<file path="config.mk">
export PLATFORM = sky130hd
export DESIGN_NAME = efp_formatter
export DESIGN_NICKNAME = d
export VERILOG_FILES = /design/src/rtl/efp_pkg.sv /design/src/rtl/efp_counters.sv /design/src/rtl/efp_seq.sv /design/src/rtl/efp_formatter.sv
export SDC_FILE = /design/constraint.sdc
export NUM_CORES = 1
export LEC_CHECK = 0
export BUFFER_PORTS_ARGS = -buffer_cell sky130_fd_sc_hd__buf_2
export CORE_AREA = 4 4 99 138
export DETAILED_ROUTE_END_ITERATION = 7
export DIE_AREA = 0 0 103 142
export GPL_TIMING_DRIVEN = 0
export HOLD_SLACK_MARGIN = 0.03
export PLACE_DENSITY_LB_ADDON = 0.15
export RECOVER_POWER = 25
export SLEW_MARGIN = 20
export SYNTH_ARGS = -nofsm -noshare
export SYNTH_HDL_FRONTEND = slang
export SYNTH_SLANG_ARGS = --single-unit
</file>
<file path="constraint.sdc">
create_clock -name clk -period 2.9 [get_ports clk]
set_clock_uncertainty 0.2 [all_clocks]
set_input_delay 0.58 -clock clk [delete_from_list [all_inputs] [get_ports clk]]
set_output_delay 0.58 -clock clk [all_outputs]
set_load 0.02 [all_outputs]
</file>
<file path="src/rtl/efp_pkg.sv">
package efp_pkg;
    localparam int HDR_WORDS = 6;
    localparam int TRL_WORDS = 6;

    function automatic int frame_len(input int nch, input int wpb);
        return HDR_WORDS + nch * 2 * wpb + TRL_WORDS;
    endfunction
endpackage

</file>
<file path="src/rtl/efp_counters.sv">
module efp_counters #(
    parameter int EVT_W  = 16,
    parameter int BEAM_W = 8
) (
    input  logic              clk,
    input  logic              rst_n,
    input  logic              beam_tick,
    input  logic              frame_start,
    input  logic              frame_done,
    output logic [EVT_W-1:0]  evt_num,
    output logic [BEAM_W-1:0] beam_snap
);
    typedef struct packed {
        logic [EVT_W-1:0]  evt;
        logic [BEAM_W-1:0] beam;
        logic [BEAM_W-1:0] snap;
    } cnt_t;

    cnt_t cnt_d, cnt_q;

    always_comb begin
        cnt_d = cnt_q;
        if (beam_tick)   cnt_d.beam = cnt_q.beam + 1'b1;
        if (frame_start) cnt_d.snap = cnt_q.beam;
        if (frame_done)  cnt_d.evt  = cnt_q.evt + 1'b1;
    end

    always_ff @(posedge clk) begin
        if (!rst_n) cnt_q <= '0;
        else        cnt_q <= cnt_d;
    end

    assign evt_num   = cnt_q.evt;
    assign beam_snap = cnt_q.snap;

    // one step per finished frame, wrapping
    p_evt_step_r10: assert property (@(posedge clk) disable iff (!rst_n)
        frame_done |=> cnt_q.evt == EVT_W'($past(cnt_q.evt) + 1'b1));

    // beam count moves only on a tick
    p_beam_hold_r12: assert property (@(posedge clk) disable iff (!rst_n)
        !beam_tick |=> $stable(cnt_q.beam));
endmodule

</file>
<file path="src/rtl/efp_seq.sv">
module efp_seq #(
    parameter int NUM_CHAN = 40,
    parameter int WPB      = 12,
    parameter int FLEN     = 972,
    parameter int IDX_W    = 10,
    parameter int CHAN_W   = 6
) (
    input  logic              clk,
    input  logic              rst_n,
    input  logic              start,
    input  logic              adv,
    output logic              busy,
    output logic [IDX_W-1:0]  idx,
    output logic [CHAN_W-1:0] chan,
    output logic              board,
    output logic              in_data,
    output logic              last
);
    import efp_pkg::*;

    localparam int WCNT_W   = (WPB > 1) ? $clog2(WPB) : 1;
    localparam int DATA_END = HDR_WORDS + NUM_CHAN * 2 * WPB;

    typedef struct packed {
        logic              busy;
        logic [IDX_W-1:0]  idx;
        logic [CHAN_W-1:0] chan;
        logic              board;
        logic [WCNT_W-1:0] wcnt;
    } seq_t;

    seq_t s_d, s_q;

    assign busy    = s_q.busy;
    assign idx     = s_q.idx;
    assign chan    = s_q.chan;
    assign board   = s_q.board;
    assign in_data = s_q.busy && (s_q.idx >= IDX_W'(HDR_WORDS)) && (s_q.idx < IDX_W'(DATA_END));
    assign last    = s_q.busy && (s_q.idx == IDX_W'(FLEN - 1));

    always_comb begin
        s_d = s_q;
        if (!s_q.busy) begin
            if (start) begin
                s_d      = '0;
                s_d.busy = 1'b1;
            end
        end else if (adv) begin
            s_d.idx = s_q.idx + 1'b1;
            if (in_data) begin
                if (s_q.wcnt == WCNT_W'(WPB - 1)) begin
                    s_d.wcnt = '0;
                    if (s_q.board) begin
                        s_d.board = 1'b0;
                        s_d.chan  = s_q.chan + 1'b1;
                    end else begin
                        s_d.board = 1'b1;
                    end
                end else begin
                    s_d.wcnt = s_q.wcnt + 1'b1;
                end
            end
            if (last) s_d.busy = 1'b0;
        end
    end

    always_ff @(posedge clk) begin
        if (!rst_n) s_q <= '0;
        else        s_q <= s_d;
    end

    // position stays inside the frame
    p_idx_bound_r3: assert property (@(posedge clk) disable iff (!rst_n)
        s_q.busy |-> s_q.idx < IDX_W'(FLEN));

    // a start during a frame does not restart it
    p_start_ignored_r3: assert property (@(posedge clk) disable iff (!rst_n)
        (s_q.busy && !last && start) |=> s_q.busy && s_q.idx != '0);

    // channel stays in range while collecting
    p_chan_bound_r6: assert property (@(posedge clk) disable iff (!rst_n)
        in_data |-> s_q.chan < CHAN_W'(NUM_CHAN));
endmodule

</file>
<file path="src/rtl/efp_formatter.sv">
module efp_formatter #(
    parameter int NUM_CHAN = 40,
    parameter int WPB      = 12,
    parameter int HALF_W   = 10,
    parameter int EVT_W    = 16,
    parameter int BEAM_W   = 8,
    parameter int CHAN_W   = (NUM_CHAN > 1) ? $clog2(NUM_CHAN) : 1
) (
    input  logic                clk,
    input  logic                rst_n,
    input  logic                start,
    input  logic                beam_tick,
    input  logic [2*HALF_W-1:0] cfg_det_id,
    input  logic [2*HALF_W-1:0] cfg_mod_addr,
    input  logic [2*HALF_W-1:0] cfg_flag,
    input  logic [2*HALF_W-1:0] cfg_user1,
    input  logic [2*HALF_W-1:0] cfg_user2,
    input  logic [2*HALF_W-1:0] status_word,
    input  logic [HALF_W-1:0]   src_a_data,
    input  logic                src_a_valid,
    output logic                src_a_ready,
    input  logic [HALF_W-1:0]   src_b_data,
    input  logic                src_b_valid,
    output logic                src_b_ready,
    output logic [CHAN_W-1:0]   req_chan,
    output logic                req_board,
    output logic [2*HALF_W-1:0] out_word,
    output logic                out_cav,
    output logic                out_dav
);
    import efp_pkg::*;

    localparam int WORD_W   = 2 * HALF_W;
    localparam int FLEN     = frame_len(NUM_CHAN, WPB);
    localparam int IDX_W    = $clog2(FLEN + 1);
    localparam int DATA_END = HDR_WORDS + NUM_CHAN * 2 * WPB;

    typedef struct packed {
        logic [WORD_W-1:0] word;
        logic              cav;
        logic              dav;
        logic [WORD_W-1:0] par;
    } fmt_t;

    fmt_t r_d, r_q;

    logic              busy, in_data, last, adv, both_ok, accept;
    logic [IDX_W-1:0]  idx, toff;
    logic [EVT_W-1:0]  evt_num;
    logic [BEAM_W-1:0] beam_snap;
    logic [WORD_W-1:0] cur;
    logic              cur_ctl;

    assign both_ok     = src_a_valid && src_b_valid;
    assign adv         = busy && (!in_data || both_ok);
    assign accept      = start && !busy;
    assign src_a_ready = in_data && both_ok;
    assign src_b_ready = in_data && both_ok;

    efp_seq #(
        .NUM_CHAN (NUM_CHAN),
        .WPB      (WPB),
        .FLEN     (FLEN),
        .IDX_W    (IDX_W),
        .CHAN_W   (CHAN_W)
    ) u_seq (
        .clk     (clk),
        .rst_n   (rst_n),
        .start   (start),
        .adv     (adv),
        .busy    (busy),
        .idx     (idx),
        .chan    (req_chan),
        .board   (req_board),
        .in_data (in_data),
        .last    (last)
    );

    efp_counters #(
        .EVT_W  (EVT_W),
        .BEAM_W (BEAM_W)
    ) u_cnt (
        .clk         (clk),
        .rst_n       (rst_n),
        .beam_tick   (beam_tick),
        .frame_start (accept),
        .frame_done  (last && adv),
        .evt_num     (evt_num),
        .beam_snap   (beam_snap)
    );

    assign toff = idx - IDX_W'(DATA_END);

    // word selection for the current position
    always_comb begin
        cur     = '0;
        cur_ctl = 1'b0;
        if (idx == '0) begin
            cur     = '1;
            cur_ctl = 1'b1;
        end else if (idx < IDX_W'(HDR_WORDS)) begin
            case (idx)
                IDX_W'(1): cur = cfg_det_id;
                IDX_W'(2): cur = WORD_W'(evt_num);
                IDX_W'(3): cur = cfg_mod_addr;
                IDX_W'(4): cur = cfg_flag;
                default:   cur = WORD_W'(beam_snap);
            endcase
        end else if (in_data) begin
            cur = {src_b_data, src_a_data};
        end else begin
            case (toff)
                IDX_W'(0): cur = cfg_user1;
                IDX_W'(1): cur = cfg_user2;
                IDX_W'(2): cur = status_word;
                IDX_W'(3): cur = '0;
                IDX_W'(4): cur = r_q.par;
                default: begin
                    cur     = '0;
                    cur_ctl = 1'b1;
                end
            endcase
        end
    end

    always_comb begin
        r_d     = r_q;
        r_d.cav = 1'b0;
        r_d.dav = 1'b0;
        if (accept) r_d.par = '0;
        if (adv) begin
            r_d.word = cur;
            r_d.cav  = cur_ctl;
            r_d.dav  = !cur_ctl;
            if (idx != '0 && idx < IDX_W'(FLEN - 2)) r_d.par = r_q.par ^ cur;
        end
    end

    always_ff @(posedge clk) begin
        if (!rst_n) r_q <= '0;
        else        r_q <= r_d;
    end

    assign out_word = r_q.word;
    assign out_cav  = r_q.cav;
    assign out_dav  = r_q.dav;

    // a control word is a delimiter value and never data
    p_delim_value_r2: assert property (@(posedge clk) disable iff (!rst_n)
        out_cav |-> !out_dav && (out_word == '1 || out_word == '0));

    // a stalled data cycle emits nothing and parity holds
    p_stall_hold_r11: assert property (@(posedge clk) disable iff (!rst_n)
        (in_data && !both_ok) |=> $stable(r_q.par) && !out_dav && !out_cav);

    // both sources are taken together and only when both offer
    p_ready_pair_r5: assert property (@(posedge clk) disable iff (!rst_n)
        src_a_ready |-> src_b_ready && src_a_valid && src_b_valid);
endmodule

</file>
==> results.yml, run 1 <==
synth:
  mappedNetlistNets: 930
  dominantRegCellSynth: "dfxtp_1"
  synthCells: 775
  synth.cell_area_sq_um: 6221
  synth_async_sr_flop_share: 0
  total_of_warnings_raised_by_yosys: 0
  synth_cell_types: 62
  register_area_share_after_synthesis: 0.3089
  synth_seq_cells: 96
  synthesis.area_per_instance_sq_um: 8.027
  synth_enable_flop_cells: 0
power:
  cellLeakagePower_nw: 3.196
  vdd_ir_drop_max_mv: 0.2997
  power_density_nw_per_um2: 425.1
clock_tree:
  clock-sinks: 96
  cts_tree: "done"
  clkTransAtPathRegs_ns: 0.07
  cts_buffer_count: 9
  ctsLongestPathBuffers: 2
  htree_num_levels: 3
  clock_latency_ns: 0.36
  clk_root_buffer_cell: "clkbuf_16"
setup_path:
  r2r.worst_path.cells: 8
  critical_register_to_register_path_endpoint: "out_word[5]$_SDFFE_PN0N_"
  required_time_of_the_worst_setup_path_ns: 2.95
  cp-start-kind: "register"
  critPathMaxFanout: 10
  path_class: "register to register"
  setup.reg_to_reg.worst_slack_ns: 0.08
  crit-reg2reg-launch: "u_seq.idx[1]$_SDFFE_PN0P_"
  arrival_ns: 2.87
  worst_setup_path_end_kind: "register"
sta:
  finalCritPeriodShare: 0.9721
  tns_ns: 0
  max-slew-margin-rel: 0.5997
  timing_worst_slew_pin_value_ns: 0.6004
  final_period_minus_worst_setup_slack_ns: 2.819
  unrepaired_setup_endpoints_after_global_routing: "true"
  slew_viol_final: 0
  final_critical_path_setup_slack_ns: 0.08091
  timing.final.setup_violations: 0
  max_clk_rate_mhz: 354.7
  hold-worst-slack_ns: 0.2601
  hold_viol_final: 0
global_routing:
  pin_count_of_the_biggest_net_entering_global_routing: 18
  grt_pass1_vias: 6434
  grt-ovfl-total: 0
  antenna_found_initial: 0
  grt_pass1_wl_um: 33030
  track_usage: 0.2898
place:
  post-place-ws_ns: -0.7686
  gpl.final_weighted_congestion: 0.9476
  port_buffers: 175
  post-dp-hpwl_um: 16640
  dpl_cell_area_sq_um: 7284
route:
  vias: 6754
  wire_per_inst_um: 19.11
  ant_nets: 0
  tritonroute_pass_1_iters: 6
  total_wire_length_after_detailed_routing_um: 21390
  dr.first_iter.drc_count: 595
  via_per_inst: 6.036
  detail_route.drc_violations: 0
floorplanning:
  initial_utilization: 0.5028
  die-height_um: 142
  floorplan.core_area_sq_um: 12370
  die_area_sq_um: 14630
  die_w_um: 103
  rows: 48
  ios: 177
layout:
  final_nets: 1118
  layout.cells.most_common_list: "buf_2, dfxtp_1, nand2_1, a21oi_1, buf_4"
  post_route_cells_drive_above_1_share: 0.3151
  syn2layout_area_growth_pct: 24.40
  postLayoutCellArea_sq_um: 7739
  mostFrequentLayoutCell: "buf_2"
min_path:
  hold-path-cell-count: 2
  hp-start: "u_cnt.beam_snap[2]$_SDFFE_PN0P_"
  hold_class: "register to register"
  worst_hold_path.endpoint: "u_cnt.beam_snap[2]$_SDFFE_PN0P_"
run_status:
  outcome: "finished, final reports clean"
flow_run:
  cap_violations: 0
-- layout make-up --
cell class,instances,area [sq um]
fill,1204,4633
multi-input combinational,563,3815
sequential,96,1929
timing repair buffer,182,928.4
buffer,91,499.2
clock buffer,9,225.2
tap,150,187.7
clock inverter,7,76.32
inverter,20,75.07
antenna,1,2.502
-- cells in the mapped netlist, types with 6 or more instances --
cell type | count | area share
mux2_2 | 6 | 0.011
or3_1 | 10 | 0.010
mux2i_1 | 16 | 0.026
nor2_1 | 34 | 0.021
o21a_1 | 15 | 0.018
a2bb2oi_1 | 7 | 0.0099
buf_1 | 9 | 0.0054
o41ai_2 | 6 | 0.016
a22oi_1 | 12 | 0.014
a31oi_1 | 13 | 0.013
a21oi_1 | 55 | 0.044
nand3_1 | 26 | 0.021
ha_1 | 9 | 0.018
o22ai_1 | 14 | 0.014
o32ai_1 | 7 | 0.0099
o211ai_1 | 22 | 0.027
and2_1 | 17 | 0.017
nor3_1 | 12 | 0.0097
nand2_1 | 83 | 0.050
inv_1 | 19 | 0.011
nand4_1 | 10 | 0.010
and3_1 | 11 | 0.011
nand2b_1 | 16 | 0.016
a222oi_1 | 29 | 0.047
clkbuf_1 | 52 | 0.031
xnor2_1 | 14 | 0.020
xor2_1 | 10 | 0.014
o21ai_0 | 33 | 0.027
dfxtp_1 | 96 | 0.31
o21ai_1 | 9 | 0.0072
buf_4 | 28 | 0.034
or2_2 | 6 | 0.0060
-- routing by layer --
layer  vias to the layer above  global-route usage  routed length, um
met5                         -                   0                  0
li1                       3253                   -                  -
met2                       304              0.4900              10590
met4                         0              0.1248                579
met1                      3157              0.3615               8348
met3                        40             0.04316               1865
-- cell families (layout without fill, tap and decap cells) --
logic type               count (synthesis)  count (layout)  synth area share
multiplexers                            22              22           0.03660
AND/OR/NAND/NOR                        249             249            0.2064
buffers and inverters                  116             309           0.09030
flip-flops                              96              96            0.3089
AO/OA/AOI/OAI                          259             259            0.3059
XOR/XNOR                                24              24           0.03379
adder cells (fa/ha/maj)                  9               9           0.01810
other                                    0               1                 0
-- power breakdown --
part	internal (mW)	total (mW)	switching [mW]
logic	0.278	0.652	0.374
registers	1.36	1.40	0.0339
clock network	0.677	1.24	0.564
-- per-stage QoR --
stage	util	std cells	total power [mW]
finish	0.6255	1119	3.290
global route	0.6253	1118	3.401
CTS	0.6204	1119	3.279
detailed placement	0.5888	1100	2.045
global placement	0.5888	1100	2.040
floorplan	-	775	1.794
-- worst max-delay path, stage by stage (launching register included) --
cell and delay (ns):
dfxtp_2 0.46, inv_1 0.09, ha_1 0.27, and2_1 0.27, o21bai_2 0.31, clkbuf_1 0.26, o211ai_1 0.42, nand2_1 0.20
o221a_1 0.24
-- registers in the layout, indices dropped and copies added (netlist names) --
signal / count
out_dav: 1
u_seq.s_q: 4
u_cnt.evt_num: 16
u_seq.chan: 6
u_seq.board: 1
out_cav: 1
u_cnt.cnt_q: 8
out_word: 20
u_cnt.beam_snap: 8
r_q: 20
u_seq.busy: 1
u_seq.idx: 10
-- what timing repair did --
item                       in CTS  in global routing
cloned                          0                  0
hold buffers                    0                  0
setup endpoints to repair      53                 50
gates resized for setup        23                 22
pin swaps                       3                  2
setup buffers                   5                  2
-- worst max path at each step --
stage	start	to
final	u_seq.idx[1]$_SDFFE_PN0P_	out_word[5]$_SDFFE_PN0N_
after global routing	u_seq.idx[1]$_SDFFE_PN0P_	r_q[13]$_SDFF_PN0_
after CTS	u_seq.idx[0]$_SDFFE_PN0P_	r_q[14]$_SDFF_PN0_
after detailed placement	u_seq.idx[1]$_SDFFE_PN0P_	r_q[3]$_SDFF_PN0_
after global placement	u_seq.idx[1]$_SDFFE_PN0P_	r_q[3]$_SDFF_PN0_
after floorplan	u_seq.idx[1]$_SDFFE_PN0P_	r_q[13]$_SDFF_PN0_
(Power assumes the default switching activity.)
==> run 2: changes to the inputs <==
--- a/config.mk
+++ b/config.mk
@@ -8,5 +8,5 @@
 export BUFFER_PORTS_ARGS = -buffer_cell sky130_fd_sc_hd__buf_2
-export CORE_AREA = 4 4 99 138
+export CORE_AREA = 4 4 97 136
 export DETAILED_ROUTE_END_ITERATION = 7
-export DIE_AREA = 0 0 103 142
+export DIE_AREA = 0 0 101 140
 export GPL_TIMING_DRIVEN = 0
@@ -15,3 +15,2 @@
 export RECOVER_POWER = 25
-export SLEW_MARGIN = 20
 export SYNTH_ARGS = -nofsm -noshare
==> constraint.sdc (replaced) <==
create_clock -name clk -period 2.9 [get_ports clk]
set_clock_uncertainty 0.2 [all_clocks]
set_input_delay 0.87 -clock clk [delete_from_list [all_inputs] [get_ports clk]]
set_output_delay 0.87 -clock clk [all_outputs]
set_load 0.02 [all_outputs]
==> results.yml, run 2 (synthesis gave the netlist of run 1 again) <==
power:
  vdd_ir_drop_max_mv: 0.3988
  cellLeakagePower_nw: 3.181
  power_density_nw_per_um2: 417.2
  post-layout-total-power_mw: 3.251
sta:
  max-slew-margin-rel: 0.5843
  unrepaired_setup_endpoints_after_global_routing: "true"
  final_period_minus_worst_setup_slack_ns: 2.895
  max_clk_rate_mhz: 345.4
  finalCritPeriodShare: 0.9982
  timing_worst_slew_pin_value_ns: 0.6235
  slew_viol_final: 0
  timing.final.setup_violations: 0
  tns_ns: 0
  hold_viol_final: 0
layout:
  post-route-util: 0.6456
  post_route_cells_drive_above_1_share: 0.3080
  mostFrequentLayoutCell: "buf_2"
  final_nets: 1124
  layout.cells.most_common_list: "buf_2, dfxtp_1, nand2_1, a21oi_1, clkbuf_1"
  finish.cell_count_without_fillers: 1124
  syn2layout_area_growth_pct: 25.28
  postLayoutCellArea_sq_um: 7794
  antennaDiodeCount: 0
clock_tree:
  clkTransAtPathRegs_ns: 0.07
  cts_tree: "done"
  cts_buffer_count: 9
  clock_latency_ns: 0.35
  clk_root_buffer_cell: "clkbuf_16"
  clock-sinks: 96
  post_cts_hold_buffer_count: 0
  htree_num_levels: 3
  ctsLongestPathBuffers: 2
route:
  wire_per_inst_um: 19.12
  detail_route.drc_violations: 0
  dr.first_iter.drc_count: 533
  total_wire_length_after_detailed_routing_um: 21490
  vias: 6795
  ant_nets: 0
  via_per_inst: 6.045
  tritonroute_pass_1_iters: 8
min_path:
  worst_hold_path.endpoint: "u_cnt.beam_snap[2]$_SDFFE_PN0P_"
  hold_class: "register to register"
  hp-start: "u_cnt.beam_snap[2]$_SDFFE_PN0P_"
  hold-path-cell-count: 2
setup_path:
  worst_setup_path_end_kind: "output port"
  cp-start-kind: "register"
  worstPathCellList: "buf_6, a2111oi_4, o21ai_4, nor3_4, buf_4, buf_6"
  slowest_stage: "a2111oi_4"
  required_time_of_the_worst_setup_path_ns: 1.83
  setup.reg_to_reg.worst_slack_ns: 0.07
  critical_path_buf_inv_count: 3
  critPathMaxFanout: 6
  crit-reg2reg-launch: "u_seq.idx[0]$_SDFFE_PN0P_"
  critPathMostFrequentCell: "buf_6"
  critical-path-top-delay-family: "compound AO/OA/AOI/OAI gates"
  critical_path.max_stage_delay_ns: 0.40
  critical_register_to_register_path_endpoint: "r_q[6]$_SDFF_PN0_"
  path_class: "register to output port"
  arrival_ns: 1.82
  r2r.worst_path.cells: 11
global_routing:
  antenna_found_initial: 0
  grt-ovfl-total: 0
  grt_pass1_wl_um: 32770
  grt_pass1_vias: 6476
  track_usage: 0.2928
  pin_count_of_the_biggest_net_entering_global_routing: 20
place:
  post-dp-hpwl_um: 16480
  dpl_cell_area_sq_um: 7284
  post-place-cells: 1100
  gpl.final_weighted_congestion: 0.9537
  port_buffers: 175
floorplanning:
  die-height_um: 140
  ios: 177
  floorplan.core_area_sq_um: 12070
  die_w_um: 101
  initial_utilization: 0.5153
  rows: 48
  die_area_sq_um: 14140
run_status:
  outcome: "finished, final reports clean"
flow_run:
  cap_violations: 0
## run 2: cell count changes in the layout (fill, tap and decap cells not counted), moves of 2 or more
cell,previous run,this run
clkbuf_1,33,45
ha_2,0,2
buf_4,36,40
inv_8,0,2
buf_6,2,5
buf_2,183,165
buf_1,2,6
## run 2: per-stage QoR
step	worst slack (ns)	hold slack (ns)
final	0.005080	0.2605
after global placement	-0.7757	0.2441
after CTS	-0.05237	0.2610
after floorplan	0.02211	0.2365
after global routing	-0.05412	0.2835
after detailed placement	-0.7219	0.2504
## run 2: area by class of cell
class / count / area (sq um)
Buffer: 89 / 488.0
Clock buffer: 9 / 225.2
Clock inverter: 7 / 72.57
Fill cell: 1147 / 4278
Inverter: 20 / 75.07
Multi-Input combinational cell: 563 / 3820
Sequential cell: 96 / 1932
Tap cell: 150 / 187.7
Timing Repair Buffer: 190 / 993.5
## run 2: worst max path at each step
| stage | cells past startpoint | to | startpoint | slack (ns) |
|---|---|---|---|---|
| final | 6 | src_b_ready | u_seq.idx[1]$_SDFFE_PN0P_ | 0.005 |
| after global routing | 7 | src_b_ready | u_seq.idx[0]$_SDFFE_PN0P_ | -0.05 |
| after CTS | 7 | src_b_ready | u_seq.idx[3]$_SDFFE_PN0P_ | -0.05 |
| after detailed placement | 9 | r_q[3]$_SDFF_PN0_ | u_seq.idx[1]$_SDFFE_PN0P_ | -0.72 |
| after global placement | 9 | r_q[3]$_SDFF_PN0_ | u_seq.idx[1]$_SDFFE_PN0P_ | -0.78 |
| after floorplan | 6 | src_b_ready | u_seq.idx[3]$_SDFFE_PN0P_ | 0.02 |
## run 2: per-layer routing
metal  global-route usage  vias to the layer above  part of all wire
li1                     -                     3257                 -
met1               0.3406                     3136              0.39
met2               0.5043                      342              0.49
met3              0.06178                       60             0.090
met4               0.1387                        0             0.038
met5                    0                        -                 0
## run 2: worst register-to-register path: cells and delay by family (launching register included)
family,cells,cell delay (ns)
buffers and inverters,4,0.97
AOI/OAI and AO/OA,3,0.53
DFF,1,0.35
and+or+nand+nor,2,0.32
muxes,1,0.21
adders and majority gates,1,0.18
## run 2: repair_timing
item,4_1_cts,5_1_grt
pin swaps,6,5
gates resized for setup,29,33
setup buffers,10,5
endpoints found under the hold margin,0,0
setup endpoints to repair,54,42
cloned,0,0
## run 2: power breakdown
| group | total [mW] | switching, mW | leakage (nW) | internal (mW) |
|---|---|---|---|---|
| Combinational | 0.664 | 0.384 | 2.25 | 0.280 |
| Clock | 1.20 | 0.587 | 0.143 | 0.610 |
| Sequential | 1.39 | 0.0290 | 0.783 | 1.36 |
| Total | 3.25 | 1.00 | 3.18 | 2.25 |
